`config.mk`:
```
export PLATFORM = sky130hd
export DESIGN_NAME = adc_conv_sequencer
export DESIGN_NICKNAME = d
export VERILOG_FILES = /design/src/rtl/adc_seq_pkg.sv /design/src/rtl/adc_seq_ctrl.sv /design/src/rtl/adc_seq_datapath.sv /design/src/rtl/adc_conv_sequencer.sv
export SDC_FILE = /design/constraint.sdc
export NUM_CORES = 1
export LEC_CHECK = 0
export ABC_AREA = 1
export BUFFER_PORTS_ARGS = -buffer_cell sky130_fd_sc_hd__buf_4
export CAP_MARGIN = 20
export CORE_UTILIZATION = 56
export CTS_BUF_LIST = sky130_fd_sc_hd__clkbuf_8
export CTS_CLUSTER_DIAMETER = 40
export DETAILED_ROUTE_END_ITERATION = 12
export GPL_TIMING_DRIVEN = 1
export MAX_ROUTING_LAYER = met4
export PLACE_DENSITY_LB_ADDON = 0.2
export SLEW_MARGIN = 5
export SYNTH_ARGS = -nofsm -noshare
export SYNTH_HDL_FRONTEND = slang
export SYNTH_SLANG_ARGS = --single-unit
```
`constraint.sdc`:
```
create_clock -name clk -period 1.4 [get_ports clk]
set_input_delay 0.21 -clock clk [delete_from_list [all_inputs] [get_ports clk]]
set_output_delay 0.21 -clock clk [all_outputs]
set_load 0.01 [all_outputs]
```
`src/rtl/adc_seq_pkg.sv`:
```
package adc_seq_pkg;
  localparam int NUM_SLOTS = 4;
  localparam int SLOT_W = $clog2(NUM_SLOTS);
  localparam int REG_W = 8;

  // mode register bit positions
  localparam int BIT_START = 0;
  localparam int BIT_SCAN = 1;
  localparam int BIT_REPEAT = 2;
  localparam int BIT_GROUP = 3;
  localparam int BIT_BUSY = 6;
  localparam int BIT_EOC = 7;

  typedef enum logic [1:0] {
    ST_IDLE = 2'd0,
    ST_REQ = 2'd1,
    ST_WAIT = 2'd2
  } seq_state_t;

  typedef struct packed {
    logic storeEn;
    logic [SLOT_W-1:0] slotIdx;
    logic setEoc;
  } seq_strobe_t;
endpackage

```
`src/rtl/adc_seq_ctrl.sv`:
```
module adc_seq_ctrl
  import adc_seq_pkg::*;
(
  input  logic              clk,
  input  logic              rstN,
  input  logic              startWr,
  input  logic              startScan,
  input  logic              repeatMode,
  input  logic              groupIrq,
  input  logic [SLOT_W-1:0] fixedChan,
  input  logic              convDone,
  output logic              convReq,
  output logic [SLOT_W-1:0] convChan,
  output logic              busy,
  output seq_strobe_t       strb
);
  seq_state_t state;
  logic [SLOT_W-1:0] chanIdx;
  logic scanRun;
  logic lastSlot;
  logic fire;
  logic doneHere;
  logic keepGoing;

  assign lastSlot = (chanIdx == SLOT_W'(NUM_SLOTS - 1));
  assign doneHere = (state == ST_WAIT) && convDone;
  // a scan pass always completes; otherwise the repeat bit decides
  assign keepGoing = (scanRun && !lastSlot) || repeatMode;
  assign fire = scanRun ? lastSlot : (!groupIrq || !repeatMode || lastSlot);

  always_ff @(posedge clk or negedge rstN) begin
    if (!rstN) begin
      state <= ST_IDLE;
      chanIdx <= '0;
      scanRun <= 1'b0;
    end else begin
      case (state)
        ST_IDLE: begin
          if (startWr) begin
            state <= ST_REQ;
            chanIdx <= '0;
            scanRun <= startScan;
          end
        end
        ST_REQ: state <= ST_WAIT;
        ST_WAIT: begin
          if (convDone) begin
            if (keepGoing) begin
              state <= ST_REQ;
              chanIdx <= chanIdx + SLOT_W'(1);
            end else begin
              state <= ST_IDLE;
            end
          end
        end
        default: state <= ST_IDLE;
      endcase
    end
  end

  always_comb begin
    convReq = (state == ST_REQ);
    convChan = scanRun ? chanIdx : fixedChan;
    busy = (state != ST_IDLE);
    strb.storeEn = doneHere;
    strb.slotIdx = chanIdx;
    strb.setEoc = doneHere && fire;
  end
endmodule

```
`src/rtl/adc_seq_datapath.sv`:
```
module adc_seq_datapath
  import adc_seq_pkg::*;
#(
  parameter int DATA_W = 10
) (
  input  logic              clk,
  input  logic              rstN,
  input  logic              regWrEn,
  input  logic [3:1]        modeWrBits,
  input  logic              regRdEn,
  input  logic              busy,
  input  seq_strobe_t       strb,
  input  logic [DATA_W-1:0] convData,
  input  logic [SLOT_W-1:0] slotSel,
  output logic [REG_W-1:0]  regRdData,
  output logic [DATA_W-1:0] slotData,
  output logic              irqPulse,
  output logic              repeatMode,
  output logic              groupIrq
);
  logic scanMode;
  logic eocFlag;
  logic [DATA_W-1:0] resReg [NUM_SLOTS];

  always_ff @(posedge clk or negedge rstN) begin
    if (!rstN) begin
      scanMode <= 1'b0;
      repeatMode <= 1'b0;
      groupIrq <= 1'b0;
    end else if (regWrEn) begin
      scanMode <= modeWrBits[BIT_SCAN];
      repeatMode <= modeWrBits[BIT_REPEAT];
      groupIrq <= modeWrBits[BIT_GROUP];
    end
  end

  // a completion in the read cycle must not be lost: set wins
  always_ff @(posedge clk or negedge rstN) begin
    if (!rstN) begin
      eocFlag <= 1'b0;
      irqPulse <= 1'b0;
    end else begin
      if (strb.setEoc) eocFlag <= 1'b1;
      else if (regRdEn) eocFlag <= 1'b0;
      irqPulse <= strb.setEoc;
    end
  end

  for (genvar g = 0; g < NUM_SLOTS; g++) begin : g_slot
    always_ff @(posedge clk or negedge rstN) begin
      if (!rstN) resReg[g] <= '0;
      else if (strb.storeEn && (strb.slotIdx == SLOT_W'(g))) resReg[g] <= convData;
    end
  end

  always_comb begin
    regRdData = '0;
    regRdData[BIT_EOC] = eocFlag;
    regRdData[BIT_BUSY] = busy;
    regRdData[BIT_GROUP] = groupIrq;
    regRdData[BIT_REPEAT] = repeatMode;
    regRdData[BIT_SCAN] = scanMode;
    slotData = resReg[slotSel];
  end
endmodule

```
`src/rtl/adc_conv_sequencer.sv`:
```
module adc_conv_sequencer
  import adc_seq_pkg::*;
#(
  parameter int DATA_W = 10
) (
  input  logic              clk,
  input  logic              rstN,
  input  logic              regWrEn,
  input  logic [7:0]        regWrData,
  input  logic              regRdEn,
  output logic [7:0]        regRdData,
  input  logic [1:0]        fixedChan,
  output logic              convReq,
  output logic [1:0]        convChan,
  input  logic              convDone,
  input  logic [DATA_W-1:0] convData,
  input  logic [1:0]        slotSel,
  output logic [DATA_W-1:0] slotData,
  output logic              irqPulse
);
  seq_strobe_t strb;
  logic busy;
  logic repeatMode;
  logic groupIrq;
  logic startWr;
  logic unusedWrBits;

  assign startWr = regWrEn && regWrData[BIT_START];
  // status and reserved bits are not writable
  assign unusedWrBits = ^regWrData[7:4];

  adc_seq_ctrl uCtrl (
    .clk(clk),
    .rstN(rstN),
    .startWr(startWr),
    .startScan(regWrData[BIT_SCAN]),
    .repeatMode(repeatMode),
    .groupIrq(groupIrq),
    .fixedChan(fixedChan),
    .convDone(convDone),
    .convReq(convReq),
    .convChan(convChan),
    .busy(busy),
    .strb(strb)
  );

  adc_seq_datapath #(.DATA_W(DATA_W)) uPath (
    .clk(clk),
    .rstN(rstN),
    .regWrEn(regWrEn),
    .modeWrBits(regWrData[3:1]),
    .regRdEn(regRdEn),
    .busy(busy),
    .strb(strb),
    .convData(convData),
    .slotSel(slotSel),
    .regRdData(regRdData),
    .slotData(slotData),
    .irqPulse(irqPulse),
    .repeatMode(repeatMode),
    .groupIrq(groupIrq)
  );
endmodule

```
==> impl_metrics.toml, run 1 <==
[yosys]
synthSimpleGateAreaFrac = 0.147
avgSynthCellArea_um2 = 8.74
synthMuxAreaShare = 0.00958
synth_compound_area_frac = 0.181
synth_fa_ha_area_frac = 0.0213
synth_top_family_by_area = "compound AO/OA/AOI/OAI gates"
synth_xor_xnor_area_share = 0
syn_inst = 269
ys_types = 19
ys_seq_elements = 50
seq_area_frac_synth = 0.532
ys_warn_count = 0
netlist_area_um2 = 2350

[power]
p_leak_nw = 1.44
p_total_mw = 4.42
power-per-cell-area_nw_per_um2 = 1570
peakVddDrop_v = 0.00103

[setup_path]
worst_ep_arrival_time_ps = 1120
path_cells = "o21ai_0 > o22ai_1 > buf_4"
cp.required_ps = 1190
r2r-end = "uCtrl.chanIdx[0]"
r2r-start = "uCtrl.chanIdx[0]"
setup.worst_path.start_class = "flop"
worstSetupEndpointType = "output pin"
crit_fanout = 2
slowest_delay_ps = 380
crit_slowest_cell = "dfrtp_1"
ff2ff_path_depth = 7
crit_type = "reg2out"
r2r_setup_slack_ps = 150

[cells_and_area]
final_cell_mix = "nand2_1, dfrtp_1, buf_4"
num-fill-cells = 331
final_common_cell = "nand2_1"
area_delta_synth_final_pct = 19.5
n_antenna_cell = 0
multiInputGateArea_um2 = 861
num-nets-final = 338
regArea_um2 = 1250
postLayoutCoreUtil = 0.697
drive_gt1_frac = 0.227

[timing]
finalSetupTns_ps = 0
skew_ps = 4.05
timing.final.ws_setup_ps = 65.0
period_minus_slack_ps = 1330
setup_viol = 0
finalHoldViolations = 0
rsz0062_at_grt = "false"
final_max_slew_viol_count = 0
worst_pin_slew_ps = 613
period_share = 0.954
slew_headroom = 0.591
fmax_mhz = 749

[route]
drc_errors = 0
dr_total_vias = 1890
drt_wl_total_mm = 4.66
wl_per_cell_um = 13.0
ant_nets = 0
first_iter_violations = 119
dr.pass1.iters = 4
vias_per_cell = 5.28

[hold_path]
hp-class = "in2reg"
worstHoldEndpoint = "uPath.eocFlag"
worstHoldPathCells = 2
hp-start = "regRdEn"

[floorplan]
die_w_um = 66.8
start_util = 0.584
fp.dieH_um = 66.8
die_area_um2 = 4460
io_pins = 49
rows = 23
core_region_area_um2 = 4030

[clock_network]
root_buffer = "clkbuf_8"
cts_sinks = 50
clk_latency_ps = 310
htreeDepth = 2
cts_tree = "built"
clk_pin_slew_ps = 90
numCtsBuffers = 5
clockBufferDepth = 2

[status]
status = "finished, final reports clean"

[grt]
grt_use_met1 = 0.294
grt_max_degree = 51
antenna_found_initial = 0
grt_pass1_wl_mm = 7.83
grt_util_all_layers = 0.251
busiest_layer = "met2"
grt_overflow_total = 0
use_met3 = 0.0548
met2_usage = 0.407
grt_pass1_vias = 1800

[placed_design]
gp_congestion = 0.782
dp.final_hpwl_mm = 3.09
place_ws_ps = 117
portBuffers = 41

[flow_run]
cap_violations = 0
==> power by group <==
| group | total, mW | switching [mW] | internal (mW) |
|---|---|---|---|
| Clock | 0.998 | 0.472 | 0.526 |
| Sequential | 2.08 | 0.229 | 1.85 |
| Combinational | 1.35 | 0.725 | 0.620 |
| Total | 4.42 | 1.43 | 2.99 |
==> cells by family (layout without fill, tap and decap cells) <==
family | after synthesis | after routing
compound gates | 76 | 76
other cells | 1 | 3
flops | 50 | 50
buf+inv | 47 | 84
simple gates | 89 | 89
fa+ha+maj | 4 | 4
mux | 2 | 2
==> cell type report <==
cell class | count | share of cell area
well taps | 50 | 0.0223
clock inverters | 3 | 0.0143
inverters | 26 | 0.0347
multi-input cells | 174 | 0.306
repair buffers | 50 | 0.152
flip-flops and latches | 50 | 0.445
clock buffers | 5 | 0.0245
==> worst max-delay path by stage <==
stage,slack [ps],startpoint,endpoint,depth (start not counted)
6_report,70,uPath.resReg[24],slotData[4],3
5_1_grt,2,uPath.resReg[23],slotData[3],3
4_1_cts,20,uCtrl.chanIdx[0],convChan[0],3
3_5_place_dp,120,uCtrl.chanIdx[0],uCtrl.chanIdx[1],7
3_3_place_gp,160,uCtrl.chanIdx[0],uCtrl.chanIdx[0],7
2_1_floorplan,270,uCtrl.chanIdx[0],uCtrl.chanIdx[0],7
==> sequential cells by signal (all words and copies together) (netlist names) <==
| register | cells |
|---|---|
| uPath.scanMode | 1 |
| uCtrl.scanRun | 1 |
| uPath.resReg | 40 |
| uCtrl.chanIdx | 2 |
| uPath.repeatMode | 1 |
| uPath.groupIrq | 1 |
| uPath.eocFlag | 1 |
| uCtrl.state | 2 |
| uPath.irqPulse | 1 |
==> synth_stat cells, drive strengths merged <==
cell / n / share of area
a21oi: 1 / 0.0021
dfrtp: 50 / 0.53
conb: 1 / 0.0016
nand2: 57 / 0.091
o21bai: 1 / 0.0032
o21ai: 64 / 0.15
inv: 26 / 0.042
nand3: 6 / 0.015
ha: 4 / 0.021
mux2: 2 / 0.0096
o22ai: 10 / 0.027
buf: 16 / 0.057
clkbuf: 5 / 0.0080
nor2: 26 / 0.042
==> what timing repair did <==
item	in CTS	in global routing
setup endpoints to repair	1	5
setup buffers	1	0
hold buffers	1	0
resized for setup	0	5
hold endpoints to repair	50	0
==> per-stage QoR <==
stage | hold WS (ps) | area (µm²) | std cells
CTS | 70.4 | 2800 | 358
detailed placement | 271 | 2680 | 348
global placement | 272 | 2680 | 348
global route | 96.1 | 2810 | 358
finish | 76.3 | 2810 | 358
floorplan | -85.6 | 2360 | 271
==> critical path: cells and delay by family, from the launching register on <==
kind,cells,cell delay [ps]
buffers and inverters,1,150
DFF,1,380
AOI/OAI and AO/OA,2,290
==> routing by layer <==
| layer | vias to the layer above | part of all wire |
|---|---|---|
| met5 | - | 0 |
| met4 | 0 | 0.020 |
| met3 | 9 | 0.042 |
| met2 | 50 | 0.50 |
| met1 | 894 | 0.44 |
| li1 | 937 | - |
(Power assumes the default switching activity.)
==> inputs of run 2 (changes only) <==
--- a/config.mk
+++ b/config.mk
@@ -5,16 +5,16 @@
 export SDC_FILE = /design/constraint.sdc
 export NUM_CORES = 1
 export LEC_CHECK = 0
-export ABC_AREA = 1
 export BUFFER_PORTS_ARGS = -buffer_cell sky130_fd_sc_hd__buf_4
 export CAP_MARGIN = 20
-export CORE_UTILIZATION = 56
+export CORE_UTILIZATION = 57
 export CTS_BUF_LIST = sky130_fd_sc_hd__clkbuf_8
 export CTS_CLUSTER_DIAMETER = 40
 export DETAILED_ROUTE_END_ITERATION = 12
 export GPL_TIMING_DRIVEN = 1
 export MAX_ROUTING_LAYER = met4
 export PLACE_DENSITY_LB_ADDON = 0.2
+export SKIP_LAST_GASP = 1
 export SLEW_MARGIN = 5
 export SYNTH_ARGS = -nofsm -noshare
 export SYNTH_HDL_FRONTEND = slang
==> impl_metrics.toml, run 2 <==
[timing]
fmax_mhz = 647
final_max_slew_viol_count = 0
finalHoldViolations = 0
slew_headroom = 0.579
period_minus_slack_ps = 1550
timing.final.ws_setup_ps = -147
worst_pin_slew_ps = 632
period_share = 1.10
setup_viol = 42
skew_ps = 10.6
rsz0062_at_grt = "true"

[cells_and_area]
stdcell_count = 267
top_regs = "uPath.resReg: 40 flops, uCtrl.chanIdx: 2 flops, uCtrl.state: 2 flops"
final_common_cell = "dfrtp_1"
n_antenna_cell = 0
postLayoutCoreUtil = 0.807
num-nets-final = 247
final_area_um2 = 3320
drive_gt1_frac = 0.691
regMostFlops = "uPath.resReg"
final_cell_mix = "dfrtp_1, buf_4, mux2_4"
largest_reg_flops = 40
num-fill-cells = 207
area_delta_synth_final_pct = 33.0

[floorplan]
fp.dieH_um = 68.2
start_util = 0.607
die_w_um = 68.2
io_pins = 49
rows = 23
core_region_area_um2 = 4120
die_area_um2 = 4650

[setup_path]
crit_fanout = 2
worst_ep_arrival_time_ps = 1340
path_buf_inv = 1
crit_type = "reg2out"
crit_slowest_cell = "mux4_2"
critical_path.top_delay_family = "multiplexers"
path_cells = "mux4_2 > buf_6"
setup.worst_path.start_class = "flop"
ff2ff_path_depth = 4
crit_cells = 2
worstSetupEndpointType = "output pin"
slowest_delay_ps = 490
cp.required_ps = 1190

[route]
vias_per_cell = 5.60
dr.pass1.iters = 4
wl_per_cell_um = 20.2
ant_nets = 0
drc_errors = 0
drt_wl_total_mm = 5.40
first_iter_violations = 80
dr_total_vias = 1496

[power]
power-per-cell-area_nw_per_um2 = 1930
p_leak_nw = 1.68
peakVddDrop_v = 0.00136

[grt]
grt_max_degree = 51
grt_overflow_total = 0
antenna_found_initial = 0
grt_util_all_layers = 0.236
grt_pass1_wl_mm = 7.52
grt_pass1_vias = 1517

[flow_run]
cap_violations = 0

[yosys]
ys_types = 23
synthTopCellsByCount = "dfrtp_1, mux2_4, mux4_2, buf_4, mux2_2"
netlist_area_um2 = 2500
avgSynthCellArea_um2 = 17.1
ys_seq_elements = 50
yosys.area.top_type_share = 0.501
ys.flop_type = "dfrtp_1"
yosysMostFrequentCell = "dfrtp_1"
synth.area.top_cells = "dfrtp_1, mux2_4, mux4_2, nand2_8, mux2_2"
yosysTopAreaCell = "dfrtp_1"
synthArstFlopShare = 1.00
syn_inst = 146
synth-edff-count = 0
seq_area_frac_synth = 0.501
ys_warn_count = 0

[status]
status = "finished, violations left"
violations = "negative setup slack"

[clock_network]
cts_tree = "built"
htreeDepth = 2
clockBufferDepth = 2
clk_pin_slew_ps = 90
clk_latency_ps = 300
numCtsBuffers = 5
cts_sinks = 50
root_buffer = "clkbuf_8"

[placed_design]
post_dp_cell_area_um2 = 2830
placed_cells = 232
dp.final_hpwl_mm = 3.05
portBuffers = 41
gp_congestion = 0.689

[hold_path]
hp-class = "in2reg"
worstHoldPathCells = 2
==> run 2: routing by layer <==
metal	vias to the layer above	global-route usage	routed length (µm)
li1	657	-	-
met1	791	0.278	2250
met2	44	0.397	2920
met3	4	0.0617	183
met4	0	0.0625	41
met5	-	-	0
==> run 2: stage by stage <==
stage / setup TNS [ps] / hold WS [ps] / worst slack [ps] / total power, mW
6_report: -1700 / 135 / -147 / 6.39
5_1_grt: -3130 / 138 / -175 / 6.70
4_1_cts: -1300 / 131 / -142 / 5.91
3_5_place_dp: 0 / 271 / 4.98 / 4.61
3_3_place_gp: 0 / 247 / 45.9 / 4.46
2_1_floorplan: 0 / -85.6 / 91.4 / 3.92
==> run 2: layout make-up <==
cell class / instances / area (µm²) / share of cell area
well taps: 50 / 62.6 / 0.0188
clock buffers: 6 / 82.6 / 0.0249
clock inverters: 2 / 12.5 / 0.00377
repair buffers: 68 / 607 / 0.183
multi-input cells: 87 / 1290 / 0.388
inverters: 4 / 15.0 / 0.00452
flip-flops and latches: 50 / 1250 / 0.377
==> run 2: worst reg2reg max path, delay by kind of cell, from the launching register on <==
family,cells,cell delay (ps)
flops,1,400
mux,1,320
buf+inv,1,200
simple gates,2,400
==> run 2: repair_timing <==
action	4_1_cts	5_1_grt
cloned	0	5
hold buffers	1	0
gates resized for setup	21	14
setup endpoints to repair	35	48
endpoints found under the hold margin	50	0
buffers inserted	12	10
pin swaps	0	8
==> run 2: power by group <==
part           internal (mW)  switching [mW]  leakage [nW]
Combinational           2.02            1.09         0.988
Sequential              2.02           0.379         0.644
Clock                  0.398           0.480        0.0472
Total                   4.44            1.95          1.68
==> run 2: cell families (layout without fill, tap and decap cells) <==
logic type | after synthesis | after routing | share of synthesized area
compound gates | 4 | 4 | 0.0115
fa+ha+maj | 4 | 4 | 0.0201
buf+inv | 15 | 80 | 0.0416
flops | 50 | 50 | 0.501
mux | 58 | 58 | 0.366
other cells | 1 | 3 | 0.00150
simple gates | 14 | 18 | 0.0581
==> run 2: worst paths after layout <==
path | start | to | slack (ps)
worst max-delay path | uPath.resReg[0] | slotData[0] | -150
worst min-delay path | regWrData[3] | uPath.groupIrq | 130
worst max register to register | uCtrl.state[0] | uPath.resReg[28] | -30
worst min register to register | uPath.resReg[24] | uPath.resReg[24] | 510
max in group asynchronous | rstN | uCtrl.chanIdx[1] | 480
min in group asynchronous | rstN | uPath.resReg[30] | 460
==> inputs of run 3 (changes only) <==
--- a/config.mk
+++ b/config.mk
@@ -7,7 +7,7 @@
 export LEC_CHECK = 0
 export BUFFER_PORTS_ARGS = -buffer_cell sky130_fd_sc_hd__buf_4
 export CAP_MARGIN = 20
-export CORE_UTILIZATION = 57
+export CORE_UTILIZATION = 53
 export CTS_BUF_LIST = sky130_fd_sc_hd__clkbuf_8
 export CTS_CLUSTER_DIAMETER = 40
 export DETAILED_ROUTE_END_ITERATION = 12
==> impl_metrics.toml, run 3 (synthesis results as in run 2) <==
[floorplan]
core_region_area_um2 = 4440
start_util = 0.562
rows = 24
io_pins = 49
fp.dieH_um = 70.6
die_area_um2 = 4990
die_w_um = 70.6

[cells_and_area]
stdcell_count = 274
final_cell_mix = "buf_4, dfrtp_1, mux2_4"
drive_gt1_frac = 0.698
num-nets-final = 252
top_regs = "uPath.resReg: 40 flops, uCtrl.chanIdx: 2 flops, uCtrl.state: 2 flops"
n_antenna_cell = 0
num-fill-cells = 274
largest_reg_flops = 40
area_delta_synth_final_pct = 37.5
final_area_um2 = 3430
postLayoutCoreUtil = 0.772
final_common_cell = "buf_4"
regMostFlops = "uPath.resReg"

[route]
drc_errors = 2
drt_wl_total_mm = 5.58
dr_total_vias = 1499
dr.pass1.iters = 8
ant_nets = 0
first_iter_violations = 142
vias_per_cell = 5.47
wl_per_cell_um = 20.4

[timing]
setup_viol = 51
fmax_mhz = 639
skew_ps = 4.98
final_max_slew_viol_count = 0
finalSetupTns_ps = -2030
timing.final.ws_setup_ps = -166
rsz0062_at_grt = "true"
period_share = 1.12
period_minus_slack_ps = 1570
worst_pin_slew_ps = 628
slew_headroom = 0.582
finalHoldViolations = 0

[setup_path]
worst_ep_arrival_time_ps = 1360
setup.worst_path.start_class = "flop"
worstSetupEndpointType = "output pin"
cp.required_ps = 1190
crit_fanout = 2
r2r_setup_slack_ps = -40
startpoint = "uPath.resReg[4]"
r2r-end = "uPath.resReg[37]"
ff2ff_path_depth = 4
critPathCapture = "slotData[4]"
r2r-start = "uCtrl.chanIdx[1]"
crit_type = "reg2out"

[clock_network]
numCtsBuffers = 5
clk_latency_ps = 310
cts_tree = "built"
htreeDepth = 2
root_buffer = "clkbuf_8"
clk_pin_slew_ps = 90
cts_sinks = 50
clockBufferDepth = 2

[hold_path]
hp-class = "in2reg"

[grt]
grt_pass1_vias = 1647
grt_max_degree = 51
grt_util_all_layers = 0.229
grt_pass1_wl_mm = 8.33
antenna_found_initial = 0
grt_overflow_total = 0

[placed_design]
gp_congestion = 0.718
portBuffers = 41
dp.final_hpwl_mm = 3.19
placed_cells = 234
post_dp_cell_area_um2 = 2830

[power]
peakVddDrop_v = 0.00117
p_leak_nw = 1.73
power-per-cell-area_nw_per_um2 = 2010
p_total_mw = 6.89

[flow_run]
cap_violations = 0

[status]
violations = "design-rule violations, negative setup slack"
status = "finished, violations left"
==> run 3: cell count changes in the layout (fill, tap and decap cells not counted), sizes merged <==
cell,change
buf,+5
clkinv,-1
clkinvlp,-1
bufinv,+2
==> run 3: worst min-delay path by stage <==
stage	startpoint	end	slack, ps	depth (start not counted)
global placement	rstN	uPath.resReg[25]	250	1
floorplan	rstN	uCtrl.chanIdx[0]	-90	0
detailed placement	rstN	uPath.resReg[35]	270	1
CTS	regWrData[3]	uPath.groupIrq	130	2
finish	regWrData[3]	uPath.groupIrq	130	2
global route	regWrData[3]	uPath.groupIrq	130	2
==> run 3: metrics by stage <==
step / hold slack, ps / worst slack, ps
after floorplan: -85.6 / 91.4
after global routing: 134 / -194
after detailed placement: 273 / 6.12
after CTS: 133 / -145
final: 133 / -166
after global placement: 250 / 41.0
==> run 3: repair_timing <==
item                                    CTS  global route
endpoints found under the hold margin    50             0
cloned                                    0             5
endpoints found under the setup margin   34            55
pin swaps                                 2             5
hold buffers                              1             0
resized for setup                        21            18
buffers inserted                         15            11
==> run 3: where the power goes <==
group / total (mW) / switching [mW] / internal, mW
Clock: 1.27 / 0.503 / 0.762
Sequential: 2.41 / 0.393 / 2.02
Combinational: 3.21 / 1.12 / 2.10
==> run 3: critical path: stages, from the launching register on <==
cell and delay, ps:
dfrtp_1 410, mux4_2 490, buf_6 140
==> run 3: per-layer routing <==
| metal | track usage | vias up | part of all wire | wire (µm) |
|---|---|---|---|---|
| met3 | 0.0613 | 9 | 0.034 | 189 |
| met2 | 0.385 | 48 | 0.54 | 3010 |
| met5 | - | - | 0 | 0 |
| met4 | 0.0622 | 0 | 0.015 | 83 |
| li1 | - | 666 | - | - |
| met1 | 0.276 | 776 | 0.41 | 2300 |
==> run 3: layout make-up <==
class / count / area [µm²] / share of cell area
Clock buffer: 6 / 82.6 / 0.0241
Timing Repair Buffer: 73 / 652 / 0.190
Multi-Input combinational cell: 87 / 1300 / 0.380
Inverter: 4 / 15.0 / 0.00437
Tap cell: 52 / 65.1 / 0.0190
Sequential cell: 50 / 1250 / 0.365
Clock inverter: 2 / 60.1 / 0.0175
